==> src/rtl/bgsub_pkg.sv <==
package bgsub_pkg;

    // Frame-level controller states
    typedef enum logic [1:0] {
        ST_IDLE   = 2'd0,
        ST_STREAM = 2'd1,
        ST_DRAIN  = 2'd2
    } frame_state_t;

endpackage

==> src/rtl/bgsub_diff_stage.sv <==
// Stage 1: clamped difference of live and background samples.
module bgsub_diff_stage #(
    parameter int PIX_W = 8
) (
    input  logic             clk,
    input  logic             rst_n,
    input  logic             in_valid,
    input  logic             in_eof,
    input  logic [PIX_W-1:0] live_px,
    input  logic [PIX_W-1:0] bg_px,
    output logic             s1_valid,
    output logic             s1_eof,
    output logic [PIX_W-1:0] s1_diff
);

    logic [PIX_W-1:0] diff_d;

    always_comb begin
        if (live_px > bg_px) diff_d = live_px - bg_px;
        else                 diff_d = '0;
    end

    always_ff @(posedge clk) begin
        if (!rst_n) begin
            s1_valid <= 1'b0;
            s1_eof   <= 1'b0;
            s1_diff  <= '0;
        end else begin
            s1_valid <= in_valid;
            s1_eof   <= in_valid && in_eof;
            s1_diff  <= in_valid ? diff_d : '0;
        end
    end

    AST_NEG_CLAMP: assert property (@(posedge clk) disable iff (!rst_n)
        (in_valid && (live_px <= bg_px)) |=> (s1_diff == '0));

endmodule

==> src/rtl/bgsub_decide_stage.sv <==
// Stage 2: per-frame configuration snapshot and binary decision.
module bgsub_decide_stage #(
    parameter int PIX_W          = 8,
    parameter bit WINDOW_MODE_EN = 1'b1
) (
    input  logic             clk,
    input  logic             rst_n,
    input  logic             cfg_load,
    input  logic             cfg_window,
    input  logic [PIX_W-1:0] cfg_thresh,
    input  logic [PIX_W-1:0] cfg_lo,
    input  logic [PIX_W-1:0] cfg_hi,
    input  logic             s1_valid,
    input  logic             s1_eof,
    input  logic [PIX_W-1:0] s1_diff,
    output logic             out_valid,
    output logic             out_eof,
    output logic [PIX_W-1:0] out_px
);

    localparam logic [PIX_W-1:0] FULL_SCALE = {PIX_W{1'b1}};

    logic             win_q;
    logic [PIX_W-1:0] thr_q, lo_q, hi_q;
    logic             hit;

    always_ff @(posedge clk) begin
        if (!rst_n) begin
            win_q <= 1'b0;
            thr_q <= '0;
            lo_q  <= '0;
            hi_q  <= '0;
        end else if (cfg_load) begin
            win_q <= cfg_window;
            thr_q <= cfg_thresh;
            lo_q  <= cfg_lo;
            hi_q  <= cfg_hi;
        end
    end

    generate
        if (WINDOW_MODE_EN) begin : g_window
            always_comb begin
                if (win_q) hit = (s1_diff >= lo_q) && (s1_diff <= hi_q);
                else       hit = (s1_diff > thr_q);
            end
        end else begin : g_thresh_only
            logic unused_cfg;
            assign unused_cfg = win_q ^ (^lo_q) ^ (^hi_q);
            always_comb hit = (s1_diff > thr_q);
        end
    endgenerate

    always_ff @(posedge clk) begin
        if (!rst_n) begin
            out_valid <= 1'b0;
            out_eof   <= 1'b0;
            out_px    <= '0;
        end else begin
            out_valid <= s1_valid;
            out_eof   <= s1_eof;
            out_px    <= (s1_valid && hit) ? FULL_SCALE : '0;
        end
    end

    AST_OUT_BINARY: assert property (@(posedge clk) disable iff (!rst_n)
        (out_px == '0) || (out_valid && (out_px == FULL_SCALE)));
    AST_CFG_HOLD: assert property (@(posedge clk) disable iff (!rst_n)
        !cfg_load |=> ($stable(thr_q) && $stable(win_q) && $stable(lo_q) && $stable(hi_q)));
    AST_THRESH_HIT: assert property (@(posedge clk) disable iff (!rst_n)
        (s1_valid && !win_q && (s1_diff > thr_q)) |=> (out_px == FULL_SCALE));
    AST_VALID_PIPE: assert property (@(posedge clk) disable iff (!rst_n)
        s1_valid |=> out_valid);

endmodule

==> src/rtl/bgsub_frame_ctrl.sv <==
// Frame tracking: first-pixel detection and busy flag.
module bgsub_frame_ctrl
    import bgsub_pkg::*;
(
    input  logic clk,
    input  logic rst_n,
    input  logic in_valid,
    input  logic in_eof,
    input  logic s1_last,
    input  logic out_last,
    output logic frame_start,
    output logic busy
);

    frame_state_t state_q, state_d;

    always_ff @(posedge clk) begin
        if (!rst_n) state_q <= ST_IDLE;
        else        state_q <= state_d;
    end

    always_comb begin
        state_d = state_q;
        unique case (state_q)
            ST_IDLE: begin
                if (in_valid) state_d = in_eof ? ST_DRAIN : ST_STREAM;
            end
            ST_STREAM: begin
                if (in_valid && in_eof) state_d = ST_DRAIN;
            end
            ST_DRAIN: begin
                if (in_valid)                   state_d = in_eof ? ST_DRAIN : ST_STREAM;
                else if (out_last && !s1_last)  state_d = ST_IDLE;
            end
            default: state_d = ST_IDLE;
        endcase
    end

    always_comb begin
        frame_start = in_valid && (state_q != ST_STREAM);
        busy        = (state_q != ST_IDLE);
    end

    AST_BUSY_RISE: assert property (@(posedge clk) disable iff (!rst_n)
        (!busy && in_valid) |=> busy);
    AST_BUSY_FALL: assert property (@(posedge clk) disable iff (!rst_n)
        $fell(busy) |-> $past(out_last));

endmodule

==> src/rtl/bgsub_binarizer.sv <==
module bgsub_binarizer #(
    parameter int PIX_W          = 8,
    parameter bit WINDOW_MODE_EN = 1'b1
) (
    input  logic             clk,
    input  logic             rst_n,
    input  logic             in_valid,
    input  logic             in_eof,
    input  logic [PIX_W-1:0] live_px,
    input  logic [PIX_W-1:0] bg_px,
    input  logic             cfg_window,
    input  logic [PIX_W-1:0] cfg_thresh,
    input  logic [PIX_W-1:0] cfg_lo,
    input  logic [PIX_W-1:0] cfg_hi,
    output logic             out_valid,
    output logic [PIX_W-1:0] out_px,
    output logic             out_eof,
    output logic             busy
);

    logic             s1_valid, s1_eof;
    logic [PIX_W-1:0] s1_diff;
    logic             frame_start;

    bgsub_diff_stage #(.PIX_W(PIX_W)) u_diff (
        .clk      (clk),
        .rst_n    (rst_n),
        .in_valid (in_valid),
        .in_eof   (in_eof),
        .live_px  (live_px),
        .bg_px    (bg_px),
        .s1_valid (s1_valid),
        .s1_eof   (s1_eof),
        .s1_diff  (s1_diff)
    );

    bgsub_decide_stage #(.PIX_W(PIX_W), .WINDOW_MODE_EN(WINDOW_MODE_EN)) u_decide (
        .clk        (clk),
        .rst_n      (rst_n),
        .cfg_load   (frame_start),
        .cfg_window (cfg_window),
        .cfg_thresh (cfg_thresh),
        .cfg_lo     (cfg_lo),
        .cfg_hi     (cfg_hi),
        .s1_valid   (s1_valid),
        .s1_eof     (s1_eof),
        .s1_diff    (s1_diff),
        .out_valid  (out_valid),
        .out_eof    (out_eof),
        .out_px     (out_px)
    );

    bgsub_frame_ctrl u_ctrl (
        .clk         (clk),
        .rst_n       (rst_n),
        .in_valid    (in_valid),
        .in_eof      (in_eof),
        .s1_last     (s1_valid && s1_eof),
        .out_last    (out_valid && out_eof),
        .frame_start (frame_start),
        .busy        (busy)
    );

    AST_EOF_WITH_VALID: assert property (@(posedge clk) disable iff (!rst_n)
        out_eof |-> out_valid);

endmodule

==> config.mk <==
export PLATFORM = sky130hd
export DESIGN_NAME = bgsub_binarizer
export DESIGN_NICKNAME = d
export VERILOG_FILES = /design/src/rtl/bgsub_pkg.sv /design/src/rtl/bgsub_diff_stage.sv /design/src/rtl/bgsub_decide_stage.sv /design/src/rtl/bgsub_frame_ctrl.sv /design/src/rtl/bgsub_binarizer.sv
export SDC_FILE = /design/constraint.sdc
export NUM_CORES = 1
export LEC_CHECK = 0
export BUFFER_PORTS_ARGS = -buffer_cell sky130_fd_sc_hd__buf_2
export CAP_MARGIN = 30
export CORE_MARGIN = 1.5
export CORE_UTILIZATION = 25
export CTS_BUF_LIST = sky130_fd_sc_hd__clkbuf_4 sky130_fd_sc_hd__clkbuf_8
export CTS_CLUSTER_SIZE = 20
export DETAILED_ROUTE_END_ITERATION = 12
export GPL_ROUTABILITY_DRIVEN = 0
export PLACE_DENSITY = 0.42
export SLEW_MARGIN = 10
export SYNTH_ARGS = -nofsm -noshare
export SYNTH_HDL_FRONTEND = slang
export SYNTH_HIERARCHICAL = 1
export SYNTH_SLANG_ARGS = --single-unit
==> constraint.sdc <==
create_clock -name clk -period 2.1 [get_ports clk]
set_input_delay 0.105 -clock clk [delete_from_list [all_inputs] [get_ports clk]]
set_output_delay 0.105 -clock clk [all_outputs]
set_load 0.005 [all_outputs]
* Yosys cells after proc, flatten, opt, wreduce, memory -nomap -nowiden
Cells that the tools add are included.
** Operators by class
- Multiply operators :: 0
- Bitwise logic cells :: 0
- Eq/ne operators :: 6
- Divide/modulo/power cells :: 0
- Magnitude comparators :: 4
- Muxes and demuxes :: 8
- Add/subtract/negate cells :: 1
- Reductions and logical operators :: 12
- Shift operators :: 0
** Operator list (number)
- 8-bit > comparator :: 2
- 2-bit two-way mux :: 5
- 8-bit >= comparator :: 1
- 8-bit <= comparator :: 1
- 8-bit two-way mux :: 1
- 8-bit subtractor :: 1
- 1-bit logical AND :: 7
- 2-bit one-hot mux with 3 select lines :: 1
- 3-bit AND reduction :: 2
- 2-bit by 1-bit != test with 1-bit output (second input constant) :: 2
- 3-bit by 2-bit != test with 1-bit output (second input constant) :: 1
- 2-bit by 1-bit == test with 1-bit output (second input constant) :: 1
- 2-bit == test (second input constant) :: 1
- 2-bit zero test :: 1
- 2-bit != test (second input constant) :: 1
- 2-bit nonzero test :: 1
- 1-bit zero test :: 1
- 1-bit two-way mux :: 1
** Word-level totals
- Input port bits :: 45
- Memory bits (writable) :: 0
- Memory bits (read-only) :: 0
- Bits in registers :: 47
- Output and inout port bits :: 11
- Latch bits :: 0
- Word-level logic and storage cells :: 42
- Memories :: 0

* Longest topological paths before layout
Gate-level depths: netlist (run 1).
- Word-level depth :: 6
- Gate-level depth with buffers :: 8
- Mapped depth without buffers :: 8

* By module
Netlist (run 1), hierarchy kept.
** By module, submodules not included
- bgsub_decide_stage :: times used 1, area an instance 1674.1 sq um, cells an instance 175, seq. area each 560.5 sq um
- bgsub_diff_stage :: times used 1, area an instance 641.9 sq um, cells an instance 73, seq. area each 200.2 sq um
- bgsub_frame_ctrl :: times used 1, area an instance 103.8 sq um, cells an instance 12, seq. area each 40.0 sq um
- bgsub_binarizer :: times used 1, area an instance 12.5 sq um, cells an instance 2, seq. area each 0.0 sq um

* Worst setup path before layout (run 1)
Ideal clock, no wire load.
- Path type :: in2reg
- From :: input live_px[0]
- To :: register u_diff.s1_diff[4]
- Buffers on the path :: 0
- Stages on the path :: 8
- Required time :: 2.022 ns
- Setup time :: 0.078 ns
- Arrival time :: 1.437 ns
- Path slack :: 0.585 ns
- Path through :: inv_1 -> ha_1 -> fa_1 -> nor2b_4 -> o21ai_0 -> a21oi_1 -> o21ai_2 -> nor3_1
** On the way
- Longest elaborated chain between the ends :: 2
- Elaborated cells between the ends (all ways) :: 3
- Those cells by class :: add/sub (1); order compare (1); reduce/logical (1)
** Ends and longest elaborated chain
- start, declared :: line bgsub_binarizer.sv:9 : input logic [PIX_W-1:0] live_px,
- 8-bit > comparator :: line bgsub_diff_stage.sv:19 : if (live_px > bg_px) diff_d = live_px - bg_px;
- 3-bit AND reduction (no line)
- end signal, assigned :: line bgsub_diff_stage.sv:31 : s1_diff <= in_valid ? diff_d : '0;
- end, declared :: line bgsub_diff_stage.sv:13 : output logic [PIX_W-1:0] s1_diff
Several ways; a longest one is shown, not always the timed one.
A chain may end at the register's enable or synchronous reset.

* Worst setup path after layout (run 1)
- From :: register u_diff.s1_diff[0]
- To :: register u_decide.out_px[6]
** On the way
- Longest elaborated chain between the ends :: 5
- Elaborated cells between the ends (all ways) :: 7
- Those cells by class :: order compare (3); mux (2); reduce/logical (2)
** Ends and longest elaborated chain
- 8-bit >= comparator / 8-bit <= comparator (equally long branches) :: line bgsub_decide_stage.sv:44 : if (win_q) hit = (s1_diff >= lo_q) && (s1_diff <= hi_q);
- 1-bit logical AND :: line bgsub_decide_stage.sv:44
- 1-bit two-way mux * :: line bgsub_decide_stage.sv:44
- 1-bit logical AND * :: line bgsub_decide_stage.sv:62 : out_px <= (s1_valid && hit) ? FULL_SCALE : '0;
- 8-bit two-way mux * :: line bgsub_decide_stage.sv:62
- end signal, assigned :: line bgsub_decide_stage.sv:62
- end, declared :: line bgsub_decide_stage.sv:18 : output logic [PIX_W-1:0] out_px
Every way passes the cells marked *; elsewhere a longest branch is shown, timed or not.

==> results of run 1 <==
[sequential cells by signal (all words and copies together), names as in the netlist]
signal              flops
u_decide/out_valid      1
u_decide/lo_q           8
u_decide/hi_q           8
u_ctrl/state_q          2
u_decide/out_px         1
u_decide/win_q          1
u_diff/s1_eof           1
u_decide/out_eof        1
u_diff/s1_diff          8
u_diff/s1_valid         1
u_decide/thr_q          8
[cell usage in the layout (no fill, tap or decap), types with 2 or more instances in the layout]
master and instances:
a21oi_1 12, o21ai_0 8, o211ai_1 3, buf_4 2
dfxtp_1 40, and2_1 5, nor3_1 5, clkbuf_8 5
o21a_1 8, nor3_2 3, nor2_1 6, buf_2 55
nor2b_1 29, ha_1 32, mux2i_1 25, nand4_1 8
inv_1 36, o31a_1 2, nand2_1 5, and3_1 2
a211oi_1 2
[power breakdown]
| part | total [uW] | switching (uW) | internal [uW] |
|---|---|---|---|
| Clock | 630 | 264 | 366 |
| Combinational | 422 | 211 | 211 |
| Sequential | 835 | 31.0 | 804 |
[cell type report]
class | instances | area (sq um)
Clock buffer | 6 | 76.32
Clock inverter | 2 | 35.03
Fill cell | 1013 | 6401
Inverter | 36 | 135.1
Multi-Input combinational cell | 174 | 1428
Sequential cell | 40 | 800.8
Tap cell | 129 | 161.4
Timing Repair Buffer | 57 | 290.3
[synthesized netlist by cell type (5+ instances only)]
master	n
a21oi_1	12
and2_1	5
buf_4	9
dfxtp_1	40
ha_1	32
inv_1	36
mux2i_1	25
nand2_1	5
nand4_1	8
nor2_1	6
nor2b_1	29
nor3_1	5
o21a_1	8
o21ai_0	8
[stage by stage]
step / worst slack (ns) / instance area (sq um) / power (uW)
finish: 0.4864 / 2927 / 1886
global route: 0.3663 / 2927 / 2011
CTS: 0.4673 / 2927 / 1923
detailed placement: 0.3550 / 2815 / 1279
global placement: 0.4142 / 2815 / 1275
floorplan: 0.5848 / 2432 / 1152
[cell families after synthesis]
| group | after synthesis | share of synthesized area |
|---|---|---|
| AOI/OAI and AO/OA | 44 | 0.1219 |
| xor gates and xnor gates | 1 | 0.003601 |
| buffers and inverters | 48 | 0.08847 |
| and+or+nand+nor | 71 | 0.1811 |
| muxes | 25 | 0.1029 |
| adders and majority gates | 33 | 0.1728 |
| DFF | 40 | 0.3292 |
[per-layer routing]
metal / part of all wire / track usage
met4: 0.0090 / 0.03205
met3: 0.039 / 0.02346
met5: 0 / 0
met1: 0.51 / 0.1487
met2: 0.45 / 0.1733
[worst register-to-register path, stage by stage (launching register included)]
cell,delay [ns]
dfxtp_1,0.32
inv_1,0.08
ha_1,0.30
nand2b_4,0.14
a2111oi_2,0.34
nor3_1,0.11
nor3_2,0.10
o22ai_1,0.10
[path summary, 6_finish.rpt]
| kind | from | end | cells after the start |
|---|---|---|---|
| worst max-delay path | u_diff/s1_diff[0] | u_decide/out_px[6] | 7 |
| worst min-delay path | in_eof | u_diff/s1_eof | 2 |
| worst max register to register | u_diff/s1_diff[0] | u_decide/out_px[6] | 7 |
| worst min register to register | u_diff/s1_eof | u_decide/out_eof | 1 |
==> flow_metrics.env, run 1 <==
export IMPL_ys_types=40
export IMPL_endpoint_kind="flop"
export IMPL_crit_chain="inv_1 > ha_1 > nand2b_4 > a2111oi_2 > nor3_1 > nor3_2 > o22ai_1"
export IMPL_grt_pass1_vias=1886
export IMPL_drv_slew=0
export IMPL_ir_drop_uv=233.7
export IMPL_vias=1850
export IMPL_syn_inst=262
export IMPL_drtPass1Iterations=4
export IMPL_fin_skew_ns=0.008578
export IMPL_cts_made_buffers=5
export IMPL_cts_sinks=40
export IMPL_clk_pin_slew_ns=0.08
export IMPL_ys_seq_area_frac=0.3292
export IMPL_ff2ff_setup_slack_ns=0.49
export IMPL_fin_nets=392
export IMPL_critical_path_slowest_cell="a2111oi_2"
export IMPL_grt_total_usage=0.1092
export IMPL_wl_per_cell_um=11.81
export IMPL_total_leakage_power_uw=0.001351
export IMPL_drive_gt1_frac=0.2413
export IMPL_root_buffer="clkbuf_8"
export IMPL_synth_ff_type="dfxtp_1"
export IMPL_power_density_nw_per_um2=644.4
export IMPL_cpPeakStageDelay_ns=0.34
export IMPL_port_buffers=55
export IMPL_hold_slack_ns=0.06633
export IMPL_maxCapViolations=0
export IMPL_synth_top_area_share=0.3292
export IMPL_fin_crit_sh=0.7684
export IMPL_antenna_cells_inserted=0
export IMPL_cts_repair_resized=0
export IMPL_io_pins=56
export IMPL_setup_viol=0
export IMPL_via_per_inst=4.167
export IMPL_wirelength_mm=5.242
export IMPL_crit_type="flop to flop"
export IMPL_fp_dieW_um=101.6
export IMPL_finalSetupTns_ns=0
export IMPL_dp_cells=436
export IMPL_crit_required_ns=2.27
export IMPL_row_count=35
export IMPL_synth_edff_count=0
export IMPL_synthesis_nets=340
export IMPL_instances_no_fill=444
export IMPL_hp_class="input pin to flop"
export IMPL_cts_buffer_depth=2
export IMPL_ys_seq_elements=40
export IMPL_hpwlAfterDp_mm=4.116
export IMPL_yosysTopAreaCell="dfxtp_1"
export IMPL_post_cts_buffers=0
export IMPL_dieArea_sq_um=10330
export IMPL_drc=0
export IMPL_area_delta_synth_final_pct=20.32
export IMPL_outcome="finished clean"
export IMPL_cts_tree="built"
export IMPL_cts_max_level=2
export IMPL_syn_area_per_cell_sq_um=9.284
export IMPL_die_h_um=101.6
export IMPL_grt_max_degree=31
export IMPL_rsz0062_at_grt="false"
export IMPL_cts_hold_buf=0
export IMPL_clock_latency_ns=0.29
export IMPL_fin_crit_ns=1.614
export IMPL_synthArstFlopShare=0
export IMPL_clock_fmax_mhz=619.7
export IMPL_worstPathArrival_ns=1.78
export IMPL_syn_area_sq_um=2432
export IMPL_hold_viol=0
export IMPL_slew_headroom=0.7054
export IMPL_ys_warn_count=6
export IMPL_overflow=0
export IMPL_worstMarginPinSlew_ns=0.4418
export IMPL_coreArea_sq_um=9328
export IMPL_grt_pass1_wl_mm=8.749
export IMPL_start_util=0.2608
export IMPL_worst_path_buf_inv=1
export IMPL_drtIter0Drc=32
export IMPL_cp_start_kind="flop"
export IMPL_critPathMaxFanout=3
export IMPL_antenna_left=0
export IMPL_ys_top_cells_by_area="dfxtp_1 (33%), ha_1 (16%), mux2i_1 (10%)"
export IMPL_crit_family="compound AO/OA/AOI/OAI gates"
export IMPL_antenna_found_initial=0
export IMPL_final_core_util=0.3137
(Power assumes the default switching activity.)
==> inputs of run 2 (changes only) <==
--- a/config.mk
+++ b/config.mk
@@ -13,7 +13,7 @@
 export CTS_CLUSTER_SIZE = 20
 export DETAILED_ROUTE_END_ITERATION = 12
 export GPL_ROUTABILITY_DRIVEN = 0
-export PLACE_DENSITY = 0.42
+export PLACE_DENSITY = 0.44
 export SLEW_MARGIN = 10
 export SYNTH_ARGS = -nofsm -noshare
 export SYNTH_HDL_FRONTEND = slang
==> constraint.sdc (replaced) <==
create_clock -name clk -period 1.4 [get_ports clk]
set_input_delay 0.07 -clock clk [delete_from_list [all_inputs] [get_ports clk]]
set_output_delay 0.07 -clock clk [all_outputs]
set_load 0.005 [all_outputs]
==> run 2 against run 1 <==
The flow now finishes with violations (setup timing). Non-clock buffer count increased by 12. Critical path depth decreased by 1. Sequential cell count unchanged. Highest routed layer unchanged. Critical endpoint unchanged. Power increased by 53%. Worst hold slack got worse by 0.033 ns. Clock power increased by 49%. Register-to-register slack got worse by 0.55 ns. Count of clock-buffer cells in the layout unchanged. Fmax increased by 10%. Core utilization increased by 1.6 points.
==> flow_metrics.env, run 2 (same netlist as run 1, synthesis figures left out) <==
export IMPL_hold_viol=0
export IMPL_antenna_left=0
export IMPL_violations="setup timing"
export IMPL_worstPathArrival_ns=1.63
export IMPL_root_buffer="clkbuf_8"
export IMPL_drtIter0Drc=29
export IMPL_timing_rr_end="u_decide/out_px[6]"
export IMPL_total_leakage_power_uw=0.001418
export IMPL_fill_cells=990
export IMPL_critPathMaxFanout=3
export IMPL_power_switching_uw=762.8
export IMPL_start_util=0.2608
export IMPL_clock_fmax_mhz=684.5
export IMPL_fin_crit_sh=1.043
export IMPL_total_power_uw=2880
export IMPL_setup_ws_ns=-0.06088
export IMPL_post_cts_buffers=0
export IMPL_comb_power_share=0.239
export IMPL_finalSetupTns_ns=-0.06088
export IMPL_overflow=0
export IMPL_clock_latency_ns=0.29
export IMPL_power_switching_share=0.2649
export IMPL_setup_viol=1
export IMPL_maxCapViolations=0
export IMPL_cts_sinks=40
export IMPL_row_count=35
export IMPL_final_common_cell="buf_2"
export IMPL_final_cell_mix="buf_2 (55), dfxtp_1 (37), inv_1 (35)"
export IMPL_crit_type="flop to flop"
export IMPL_antenna_found_initial=0
export IMPL_outcome="finished with violations"
export IMPL_hp_class="input pin to flop"
export IMPL_io_pins=56
export IMPL_cts_made_buffers=5
export IMPL_drtPass1Iterations=5
export IMPL_worstMarginPinSlew_ns=0.4104
export IMPL_endpoint_kind="flop"
export IMPL_grt_total_usage=0.1088
export IMPL_ff2ff_setup_slack_ns=-0.06
export IMPL_ir_drop_uv=352.5
export IMPL_crit_path_end="u_decide/out_px[6]"
export IMPL_fp_dieW_um=101.6
export IMPL_fin_crit_ns=1.461
export IMPL_grt_max_degree=26
export IMPL_clkPwrFrac=0.326
export IMPL_slew_headroom=0.7235
export IMPL_via_per_inst=4.072
export IMPL_crit_required_ns=1.57
export IMPL_cp_start_kind="flop"
export IMPL_pre_cts_ws_ns=-0.2122
export IMPL_cts_buffer_depth=2
export IMPL_power_internal_uw=2117
export IMPL_antenna_cells_inserted=0
export IMPL_die_h_um=101.6
export IMPL_coreArea_sq_um=9328
export IMPL_wirelength_mm=5.109
export IMPL_hpwlAfterDp_mm=4.060
export IMPL_vias=1857
export IMPL_fin_nets=404
export IMPL_grt_pass1_vias=1941
export IMPL_power_density_nw_per_um2=936.0
export IMPL_drive_gt1_frac=0.2936
export IMPL_cts_tree="built"
export IMPL_rsz0062_at_grt="true"
export IMPL_rr_startpoint="u_diff/s1_diff[1]"
export IMPL_fin_skew_ns=0.006302
export IMPL_cts_hold_buf=0
export IMPL_drc=0
export IMPL_drv_slew=0
export IMPL_grt_pass1_wl_mm=8.749
export IMPL_cp_startpoint="u_diff/s1_diff[1]"
export IMPL_power_frac_seq=0.435
export IMPL_wl_per_cell_um=11.20
export IMPL_reg2reg_depth=6
export IMPL_area_delta_synth_final_pct=26.49
export IMPL_dieArea_sq_um=10330
export IMPL_port_buffers=55
export IMPL_cts_max_level=2
export IMPL_clk_pin_slew_ns=0.08
[run 2: worst min-delay path by stage]
stage               startpoint                to  depth (start not counted)  slack, ns
finish                  in_eof     u_diff/s1_eof                          2       0.03
global route            in_eof     u_diff/s1_eof                          2       0.03
CTS                     in_eof     u_diff/s1_eof                          2       0.02
detailed placement      in_eof     u_diff/s1_eof                          2       0.33
global placement        in_eof     u_diff/s1_eof                          2       0.33
floorplan                rst_n  u_decide/hi_q[4]                          1       0.20
[run 2: worst max-delay path, cell delays in order (launching register included)]
cell	delay [ns]
dfxtp_2	0.35
ha_1	0.30
nor2b_1	0.13
o211ai_1	0.16
a21oi_1	0.09
a211oi_1	0.21
o22ai_1	0.09
[run 2: area by class of cell]
| type | count | area (sq um) | share of cell area |
|---|---|---|---|
| Clock inverter | 2 | 35.03 | 0.01139 |
| Multi-Input combinational cell | 174 | 1471 | 0.4782 |
| Clock buffer | 6 | 76.32 | 0.02481 |
| Inverter | 36 | 135.1 | 0.04392 |
| Tap cell | 129 | 161.4 | 0.05246 |
| Sequential cell | 40 | 804.5 | 0.2615 |
| Timing Repair Buffer | 69 | 392.9 | 0.1277 |
[run 2: routing by layer]
metal,GRT usage,vias up,share of wire
met5,0,-,0
met4,0.03526,0,0.0090
met3,0.02208,5,0.043
met2,0.1810,40,0.44
met1,0.1406,796,0.51
li1,-,1016,-
[run 2: through the flow]
step | hold WS (ns) | instance area, sq um | cells | utilization
after floorplan | 0.1982 | 2452 | 262 | -
after global placement | 0.3299 | 2938 | 448 | 0.3150
after detailed placement | 0.3335 | 2938 | 448 | 0.3150
after CTS | 0.02198 | 3050 | 456 | 0.3270
after global routing | 0.02795 | 3077 | 456 | 0.3298
final | 0.03354 | 3077 | 456 | 0.3298
[run 2: timing repair]
item                       CTS  global route
gates resized for setup      1             6
setup endpoints to repair    1             6
pin swaps                    0             1
hold endpoints to repair     0             0
[run 2: power groups by stage]
stage	clock network, uW	logic, uW	registers (uW)
floorplan	0	479	1260
global placement	0	684	1280
detailed placement	0	688	1280
CTS	985	693	1250
global route	1040	787	1260
finish	939	688	1250
